==> src/rtl/cpu_regs_pkg.sv <==
package cpu_regs_pkg;
  localparam int CCR_W = 8;
  localparam int CCR_V = 7;
  localparam int CCR_H = 4;
  localparam int CCR_I = 3;
  localparam int CCR_N = 2;
  localparam int CCR_Z = 1;
  localparam int CCR_C = 0;
  localparam logic [CCR_W-1:0] CCR_FIXED_ONES = 8'h60;
  localparam logic [CCR_W-1:0] CCR_RST_VAL    = 8'h68;
endpackage

==> src/rtl/rf_index.sv <==
module rf_index #(
  parameter int DW = 8
) (
  input  logic            clk,
  input  logic            rst_n,
  input  logic            h_we,
  input  logic [DW-1:0]   h_wdata,
  input  logic            x_we,
  input  logic [DW-1:0]   x_wdata,
  input  logic            hx_we,
  input  logic [2*DW-1:0] hx_wdata,
  output logic [DW-1:0]   h_q,
  output logic [DW-1:0]   x_q,
  output logic [2*DW-1:0] hx_q
);
  localparam int LANES = 2;

  for (genvar i = 0; i < LANES; i++) begin : g_lane
    logic          lane_we;
    logic [DW-1:0] lane_wd;
    logic [DW-1:0] lane_q;

    assign lane_we = hx_we | ((i == 1) ? h_we : x_we);
    assign lane_wd = hx_we ? hx_wdata[i*DW +: DW] : ((i == 1) ? h_wdata : x_wdata);

    if (i == 1) begin : g_forced
      always_ff @(posedge clk) begin
        if (!rst_n)       lane_q <= '0;
        else if (lane_we) lane_q <= lane_wd;
      end
    end else begin : g_kept
      always_ff @(posedge clk) begin
        if (rst_n && lane_we) lane_q <= lane_wd;
      end
    end

    assign hx_q[i*DW +: DW] = lane_q;
  end

  assign h_q = hx_q[2*DW-1:DW];
  assign x_q = hx_q[DW-1:0];

  assert_hx_word_R3: assert property (@(posedge clk) disable iff (!rst_n)
    hx_we |=> hx_q == $past(hx_wdata));
endmodule

==> src/rtl/rf_sp.sv <==
module rf_sp #(
  parameter int DW = 8
) (
  input  logic            clk,
  input  logic            rst_n,
  input  logic            sp_we,
  input  logic [2*DW-1:0] sp_wdata,
  input  logic            sp_adj,
  input  logic [DW-1:0]   sp_imm,
  input  logic            sp_rst_lo,
  output logic [2*DW-1:0] sp_q
);
  localparam int AW = 2 * DW;
  localparam logic [AW-1:0] SP_RST = {{DW{1'b0}}, {DW{1'b1}}};

  logic [AW-1:0] imm_ext;
  logic [AW-1:0] sp_d;

  assign imm_ext = {{DW{sp_imm[DW-1]}}, sp_imm};

  always_comb begin
    sp_d = sp_q;
    if (sp_we)          sp_d = sp_wdata;
    else if (sp_rst_lo) sp_d = {sp_q[AW-1:DW], {DW{1'b1}}};
    else if (sp_adj)    sp_d = sp_q + imm_ext;
  end

  always_ff @(posedge clk) begin
    if (!rst_n) sp_q <= SP_RST;
    else        sp_q <= sp_d;
  end

  assert_sp_adj_R4: assert property (@(posedge clk) disable iff (!rst_n)
    (sp_adj && !sp_we && !sp_rst_lo) |=>
      sp_q == $past(sp_q) + {{DW{$past(sp_imm[DW-1])}}, $past(sp_imm)});

  assert_sp_lo_R5: assert property (@(posedge clk) disable iff (!rst_n)
    (sp_rst_lo && !sp_we) |=>
      (sp_q[AW-1:DW] == $past(sp_q[AW-1:DW])) && (sp_q[DW-1:0] == {DW{1'b1}}));
endmodule

==> src/rtl/rf_pc.sv <==
module rf_pc #(
  parameter int AW = 16
) (
  input  logic          clk,
  input  logic          rst_n,
  input  logic [AW-1:0] rst_vec,
  input  logic          pc_inc,
  input  logic          pc_ld,
  input  logic [AW-1:0] pc_ldata,
  output logic [AW-1:0] pc_q
);
  always_ff @(posedge clk) begin
    if (!rst_n)      pc_q <= rst_vec;
    else if (pc_ld)  pc_q <= pc_ldata;
    else if (pc_inc) pc_q <= pc_q + 1'b1;
  end

  assert_pc_step_R8: assert property (@(posedge clk) disable iff (!rst_n)
    (pc_inc && !pc_ld) |=> pc_q == $past(pc_q) + 1'b1);

  assert_pc_load_R9: assert property (@(posedge clk) disable iff (!rst_n)
    pc_ld |=> pc_q == $past(pc_ldata));
endmodule

==> src/rtl/rf_ccr.sv <==
module rf_ccr
  import cpu_regs_pkg::*;
(
  input  logic             clk,
  input  logic             rst_n,
  input  logic             ccr_we,
  input  logic [CCR_W-1:0] ccr_wdata,
  input  logic [CCR_W-1:0] flag_mask,
  input  logic [CCR_W-1:0] flag_val,
  output logic [CCR_W-1:0] ccr_q
);
  logic [CCR_W-1:0] merged;
  logic [CCR_W-1:0] ccr_d;

  always_comb begin
    if (ccr_we) merged = ccr_wdata;
    else        merged = (ccr_q & ~flag_mask) | (flag_val & flag_mask);
    ccr_d = (merged & ~CCR_FIXED_ONES) | CCR_FIXED_ONES;
  end

  always_ff @(posedge clk) begin
    if (!rst_n) ccr_q <= CCR_RST_VAL;
    else        ccr_q <= ccr_d;
  end

  assert_ccr_write_R7: assert property (@(posedge clk) disable iff (!rst_n)
    ccr_we |=> (ccr_q & ~CCR_FIXED_ONES) == ($past(ccr_wdata) & ~CCR_FIXED_ONES));
endmodule

==> src/rtl/cpu_regfile.sv <==
module cpu_regfile
  import cpu_regs_pkg::*;
#(
  parameter int DW = 8
) (
  input  logic              clk,
  input  logic              rst_n,
  input  logic [2*DW-1:0]   rst_vec,
  input  logic              a_we,
  input  logic [DW-1:0]     a_wdata,
  input  logic              h_we,
  input  logic [DW-1:0]     h_wdata,
  input  logic              x_we,
  input  logic [DW-1:0]     x_wdata,
  input  logic              hx_we,
  input  logic [2*DW-1:0]   hx_wdata,
  input  logic              sp_we,
  input  logic [2*DW-1:0]   sp_wdata,
  input  logic              sp_adj,
  input  logic [DW-1:0]     sp_imm,
  input  logic              sp_rst_lo,
  input  logic              pc_inc,
  input  logic              pc_ld,
  input  logic [2*DW-1:0]   pc_ldata,
  input  logic              ccr_we,
  input  logic [CCR_W-1:0]  ccr_wdata,
  input  logic [CCR_W-1:0]  flag_mask,
  input  logic [CCR_W-1:0]  flag_val,
  output logic [DW-1:0]     a_q,
  output logic [DW-1:0]     h_q,
  output logic [DW-1:0]     x_q,
  output logic [2*DW-1:0]   hx_q,
  output logic [2*DW-1:0]   sp_q,
  output logic [2*DW-1:0]   pc_q,
  output logic [CCR_W-1:0]  ccr_q
);
  localparam int AW = 2 * DW;

  always_ff @(posedge clk) begin
    if (rst_n && a_we) a_q <= a_wdata;
  end

  rf_index #(.DW(DW)) u_index (
    .clk(clk), .rst_n(rst_n),
    .h_we(h_we), .h_wdata(h_wdata),
    .x_we(x_we), .x_wdata(x_wdata),
    .hx_we(hx_we), .hx_wdata(hx_wdata),
    .h_q(h_q), .x_q(x_q), .hx_q(hx_q)
  );

  rf_sp #(.DW(DW)) u_sp (
    .clk(clk), .rst_n(rst_n),
    .sp_we(sp_we), .sp_wdata(sp_wdata),
    .sp_adj(sp_adj), .sp_imm(sp_imm),
    .sp_rst_lo(sp_rst_lo), .sp_q(sp_q)
  );

  rf_pc #(.AW(AW)) u_pc (
    .clk(clk), .rst_n(rst_n), .rst_vec(rst_vec),
    .pc_inc(pc_inc), .pc_ld(pc_ld), .pc_ldata(pc_ldata),
    .pc_q(pc_q)
  );

  rf_ccr u_ccr (
    .clk(clk), .rst_n(rst_n),
    .ccr_we(ccr_we), .ccr_wdata(ccr_wdata),
    .flag_mask(flag_mask), .flag_val(flag_val),
    .ccr_q(ccr_q)
  );

  assert_reset_forced_R2: assert property (@(posedge clk)
    !rst_n |=> (h_q == '0) && (sp_q == {{DW{1'b0}}, {DW{1'b1}}}) &&
               (pc_q == $past(rst_vec)) && (ccr_q == CCR_RST_VAL));

  assert_a_write_R10: assert property (@(posedge clk) disable iff (!rst_n)
    a_we |=> a_q == $past(a_wdata));
endmodule

==> config.mk <==
export PLATFORM = sky130hd
export DESIGN_NAME = cpu_regfile
export DESIGN_NICKNAME = d
export VERILOG_FILES = /design/src/rtl/cpu_regs_pkg.sv /design/src/rtl/rf_index.sv /design/src/rtl/rf_sp.sv /design/src/rtl/rf_pc.sv /design/src/rtl/rf_ccr.sv /design/src/rtl/cpu_regfile.sv
export SDC_FILE = /design/constraint.sdc
export NUM_CORES = 1
export LEC_CHECK = 0
export BUFFER_PORTS_ARGS = -buffer_cell sky130_fd_sc_hd__buf_4
export CAP_MARGIN = 10
export CORE_MARGIN = 8
export CORE_UTILIZATION = 49
export CTS_CLUSTER_DIAMETER = 40
export DETAILED_ROUTE_END_ITERATION = 12
export GPL_TIMING_DRIVEN = 0
export PLACE_DENSITY = 0.86
export SYNTH_ARGS = -nofsm -noshare
export SYNTH_HDL_FRONTEND = slang
export SYNTH_SLANG_ARGS = --single-unit
==> constraint.sdc <==
create_clock -name clk -period 5.7 [get_ports clk]
set_input_delay 0.855 -clock clk [delete_from_list [all_inputs] [get_ports clk]]
set_output_delay 0.855 -clock clk [all_outputs]
set_load 0.02 [all_outputs]
---- Yosys cells after proc, flatten, opt, wreduce, memory -nomap -nowiden ----
Cells that the tools add are included.
cells by class
  add/sub/neg operators ................... 2
  $mul .................................... 0
  div/mod/pow operators ................... 0
  magnitude comparators ................... 0
  eq/ne operators ......................... 2
  shift operators ......................... 0
  multiplexer cells ....................... 9
  bitwise logic cells ..................... 6
  reductions and logical operators ........ 5
operators with widths
  operator               count
  $mux 16                6
  $mux 8                 3
  $add 16x1->16 const B  1
  $add 16x16->16         1
  $and 8x8->8            2
  $not 8->8              1
  $or 8x8->8             1
  $ne 3x1->1 const B     1
  $reduce_bool 3->1      1
  $logic_and 1x1->1      2
  $ne 2x2->1 const B     1
  $or 1x1->1             2
  $reduce_and 2->1       1
  $reduce_bool 2->1      1
storage, ports and cells
  register bits after elaboration ......... 64
  bits in latches ......................... 0
  bits in writable memories ............... 0
  memory bits (read-only) ................. 0
  bits of input ports ..................... 132
  output and inout bits ................... 80
  word-level logic and storage cells ...... 32
  memories kept ........................... 0

---- Longest topological paths before layout ----
  depth after elaboration ................. 4
  mapped depth ............................ 7

---- Cells and area by module ----
From an unflattened synthesis, not the netlist that was laid out.
second synthesis, totals
  cell total of the unflattened synthesis .. 420
  area, all modules ....................... 4091.4 um2
by module, submodules not included
  module       instances  cells each  area each (um2)  sequential area each (um2)
  rf_sp        1          205         1536.5           320.3
  rf_pc        1          108         1117.3           480.5
  rf_index     1          69          895.9            400.4
  rf_ccr       1          29          295.3            120.1
  cpu_regfile  1          9           246.5            240.2

---- Worst setup path after synthesis ----
OpenSTA, ideal clock, no wires.
  path type ............................... input to register
  start ................................... in sp_imm[0]
  end ..................................... reg u_sp.sp_q[6]
  setup time .............................. 0.095 ns
  arrival time ............................ 2.321 ns
  data required time ...................... 5.605 ns
  setup slack ............................. 3.284 ns
  cell stages on the path ................. 7
  path through ............................ ha_1 > fa_1 > a21oi_1 > o21ai_0 > a21o_1 > xnor2_1 > a221oi_1
on the way
  cells in the longest elaborated chain, start to end .. 4
RTL lines
  item                  RTL line           text
  from (decl)           cpu_regfile.sv:20  input logic [DW-1:0] sp_imm,
  $add 16x16->16        rf_sp.sv:25        else if (sp_adj) sp_d = sp_q + imm_ext;
  $mux 16               rf_sp.sv:25
  $mux 16               rf_sp.sv:24        else if (sp_rst_lo) sp_d = {sp_q[AW-1:DW], {DW{1'b1}}};
  $mux 16               rf_sp.sv:23        if (sp_we) sp_d = sp_wdata;
  to (signal assigned)  rf_sp.sv:30        else sp_q <= sp_d;
  to (decl)             rf_sp.sv:11        output logic [2*DW-1:0] sp_q
Every way passes these cells. The select of a mux whose other input is x is not followed.
A chain may end at the register's enable or synchronous reset.

---- Worst setup path in the final report ----
Ends and elaborated chain as after synthesis.

==> metrics.txt <==
relative slew slack=0.577; async set or reset register ratio after synthesis=0; Clock Tree Buf Depth=2; Setup violations, final=0; I/O pin count=212; Sum Neg Setup Slack=0 ns; TritonCTS clock tree=done; Top FF cell, synth=edfxtp_1; area grow syn2layout=45.9%; worst vdd ir=0.000134 V; GP Congestion=0.929; r2r startpoint=u_sp.sp_q[0]; Yosys warning total=0; Starting Density=0.495; vias in the first global route=4168; Hold WC Path Type=reg2reg; Pins Over Slew Limit=0; ratio of cells with drive above 1 in the final layout=0.387; initial antenna violation count=0; Yosys cell types=52; Core ar.=8050 um2; DRT antenna net count=0; Fmax=408 MHz; vias per inst=5.35; WP data required=5.93 ns; final wirelength=13400 um; Worst setup SP type=input port; clock buffer count from CTS=9; post-synthesis sequential area ratio=0.392; DR WL/cell=17.7 um; worst reg2reg path depth=7; Mapped Cells=438; GRT Residual Overflow=0; TritonRoute pass-1 iters=4; PortBufs=198; # hold bufs at CTS=0; Post-CTS Resized=0; unrepaired setup endpoints after global routing=false; Antenna Cells=0; first-pass GRT wire length=20700 um; later-pin clock latency in the skew report=0.34 ns; DR vias=4056; non-filler cells, final=758; outcome=finished clean; FF-to-FF End=u_sp.sp_q[6]; dpl cell area=5610 um2; Seq cells post-synth=62; post-CTS setup repair buffer count=0; Worst Max-Slew Pin Slew=0.634 ns; slowest CP cell=fa_1; cells along the critical path=buf_4, ha_1, fa_1, a21oi_1, o21ai_0, a21o_1, xnor2_1, a221oi_1; HPWL Detailed=10900 um; pwr/cell area=238 nW/um2; Final Hold Fails=0; GRT Overall Usage=0.229; Critical Path End=u_sp.sp_q[6]; NumNets Final=797; WP data arrival=2.68 ns; Critical Path End Type=register; clk sink count=62; Final period util=0.430; DRT iter0 DRCs=130; Mapped Avg Cell Area=9.10 um2; CTS root buf=clkbuf_8; MaxCap Viol Count=0; fin crit period=2.45 ns; Post-synth EDFFs=32; largest net degree at the start of global routing=17; worst setup path startpoint=sp_imm[0]; die area=11300 um2; Worst R2R Setup Slack=3.55 ns; post-route clock skew=0.0114 ns; Die X-Extent=106 um; origin of the worst min-delay path=u_sp.sp_q[5]; standard-cell row count=33; critical path class=in2reg; Synth Cell Area=3980 um2; final instance area=5810 um2; Design Power=1.38 mW; crit path max fanout=6; slowest stage delay, CP=0.42 ns; H-tree depth=3; LEAKAGE=2.60 nW; die height=106 um; DRC=0; placed cells=742; Worst-path clk slew=0.07 ns
## critical path: cells and delay by family
kind	cells	cell delay [ns]
xor gates and xnor gates	1	0.16
adders and majority gates	2	0.64
buffers and inverters	1	0.11
AOI/OAI and AO/OA	4	0.91
## registers in the layout (all words and copies together) (netlist names), named ones only
name / flops
a_q: 8
u_index.h_q: 8
u_sp.sp_q: 16
u_pc.pc_q: 16
u_index.x_q: 8
## cells by family (layout without fill, tap and decap cells)
logic type,Yosys count,count (layout),synth area share
muxes,34,34,0.0914
xor gates and xnor gates,20,20,0.0440
other,1,2,0.000941
DFF,62,62,0.392
buffers and inverters,45,259,0.0606
AOI/OAI and AO/OA,103,103,0.162
and+or+nand+nor,156,156,0.194
adders and majority gates,17,17,0.0553
## per-layer routing
metal,vias up,track usage,part of all wire
met4,0,0.110,0.022
met2,170,0.413,0.52
met1,1866,0.245,0.38
li1,1995,-,-
met5,-,0,0
met3,25,0.0587,0.079
## per-stage QoR
| stage | utilization | hold WS, ns | worst slack, ns |
|---|---|---|---|
| 2_1_floorplan | - | 0.577 | 3.28 |
| 3_3_place_gp | 0.696 | 0.504 | 2.99 |
| 3_5_place_dp | 0.696 | 0.512 | 2.94 |
| 4_1_cts | 0.722 | 0.524 | 3.28 |
| 5_1_grt | 0.722 | 0.587 | 3.13 |
| 6_report | 0.722 | 0.530 | 3.25 |
## layout make-up
type,count,area [um2]
Fill cell,628,2240
Multi-Input combinational cell,332,2180
Sequential cell,62,1560
Timing Repair Buffer,198,1490
Buffer,40,223
Clock buffer,12,135
Tap cell,105,131
Clock inverter,4,71.3
Inverter,5,18.8
## cells in the mapped netlist (2+ instances only)
master	instances	area share
a221oi_1	2	0.0044
o21ai_0	43	0.054
clkbuf_1	19	0.018
buf_4	19	0.036
o21a_1	4	0.0075
o211ai_1	2	0.0038
a211o_1	5	0.011
nor2_1	17	0.016
a21o_1	4	0.0075
nand2_1	59	0.056
nand3_1	16	0.020
a211oi_1	6	0.011
ha_1	16	0.050
and3_1	4	0.0063
a21oi_1	18	0.023
edfxtp_1	32	0.24
xor2_1	9	0.020
o2111ai_1	2	0.0044
nand2b_1	5	0.0079
nand3b_1	2	0.0038
and2_1	16	0.025
nor2b_1	11	0.017
nor3_1	9	0.011
dfxtp_1	30	0.15
mux2_2	19	0.054
xnor2_1	11	0.024
a2111oi_0	2	0.0044
a31oi_1	4	0.0063
nand4_1	11	0.017
inv_1	5	0.0047
mux2i_1	15	0.038
## where the power goes
group | internal, mW | total, mW | leakage, nW | switching (mW)
registers | 0.513 | 0.548 | 0.569 | 0.0357
logic | 0.203 | 0.416 | 1.94 | 0.213
clock network | 0.246 | 0.419 | 0.0982 | 0.173
total | 0.961 | 1.38 | 2.60 | 0.422
## cells in the final DEF, fill, tap and decap left out, drive strengths merged, types with 17 or more instances in the layout
cell / synthesis / routed
buf: 21 / 219
mux2: 19 / 19
clkbuf: 19 / 31
nand2: 60 / 60
edfxtp: 32 / 32
a21oi: 18 / 18
o21ai: 43 / 43
nor2: 17 / 17
dfxtp: 30 / 30
## how the worst min path moves through the flow
stage              endpoint  depth (start not counted)
6_report       u_sp.sp_q[5]                          2
4_1_cts        u_sp.sp_q[5]                          2
5_1_grt        u_sp.sp_q[5]                          2
3_3_place_gp   u_sp.sp_q[5]                          2
3_5_place_dp   u_sp.sp_q[5]                          2
2_1_floorplan  u_sp.sp_q[5]                          2
No activity file was read; power rests on OpenSTA's default activity.
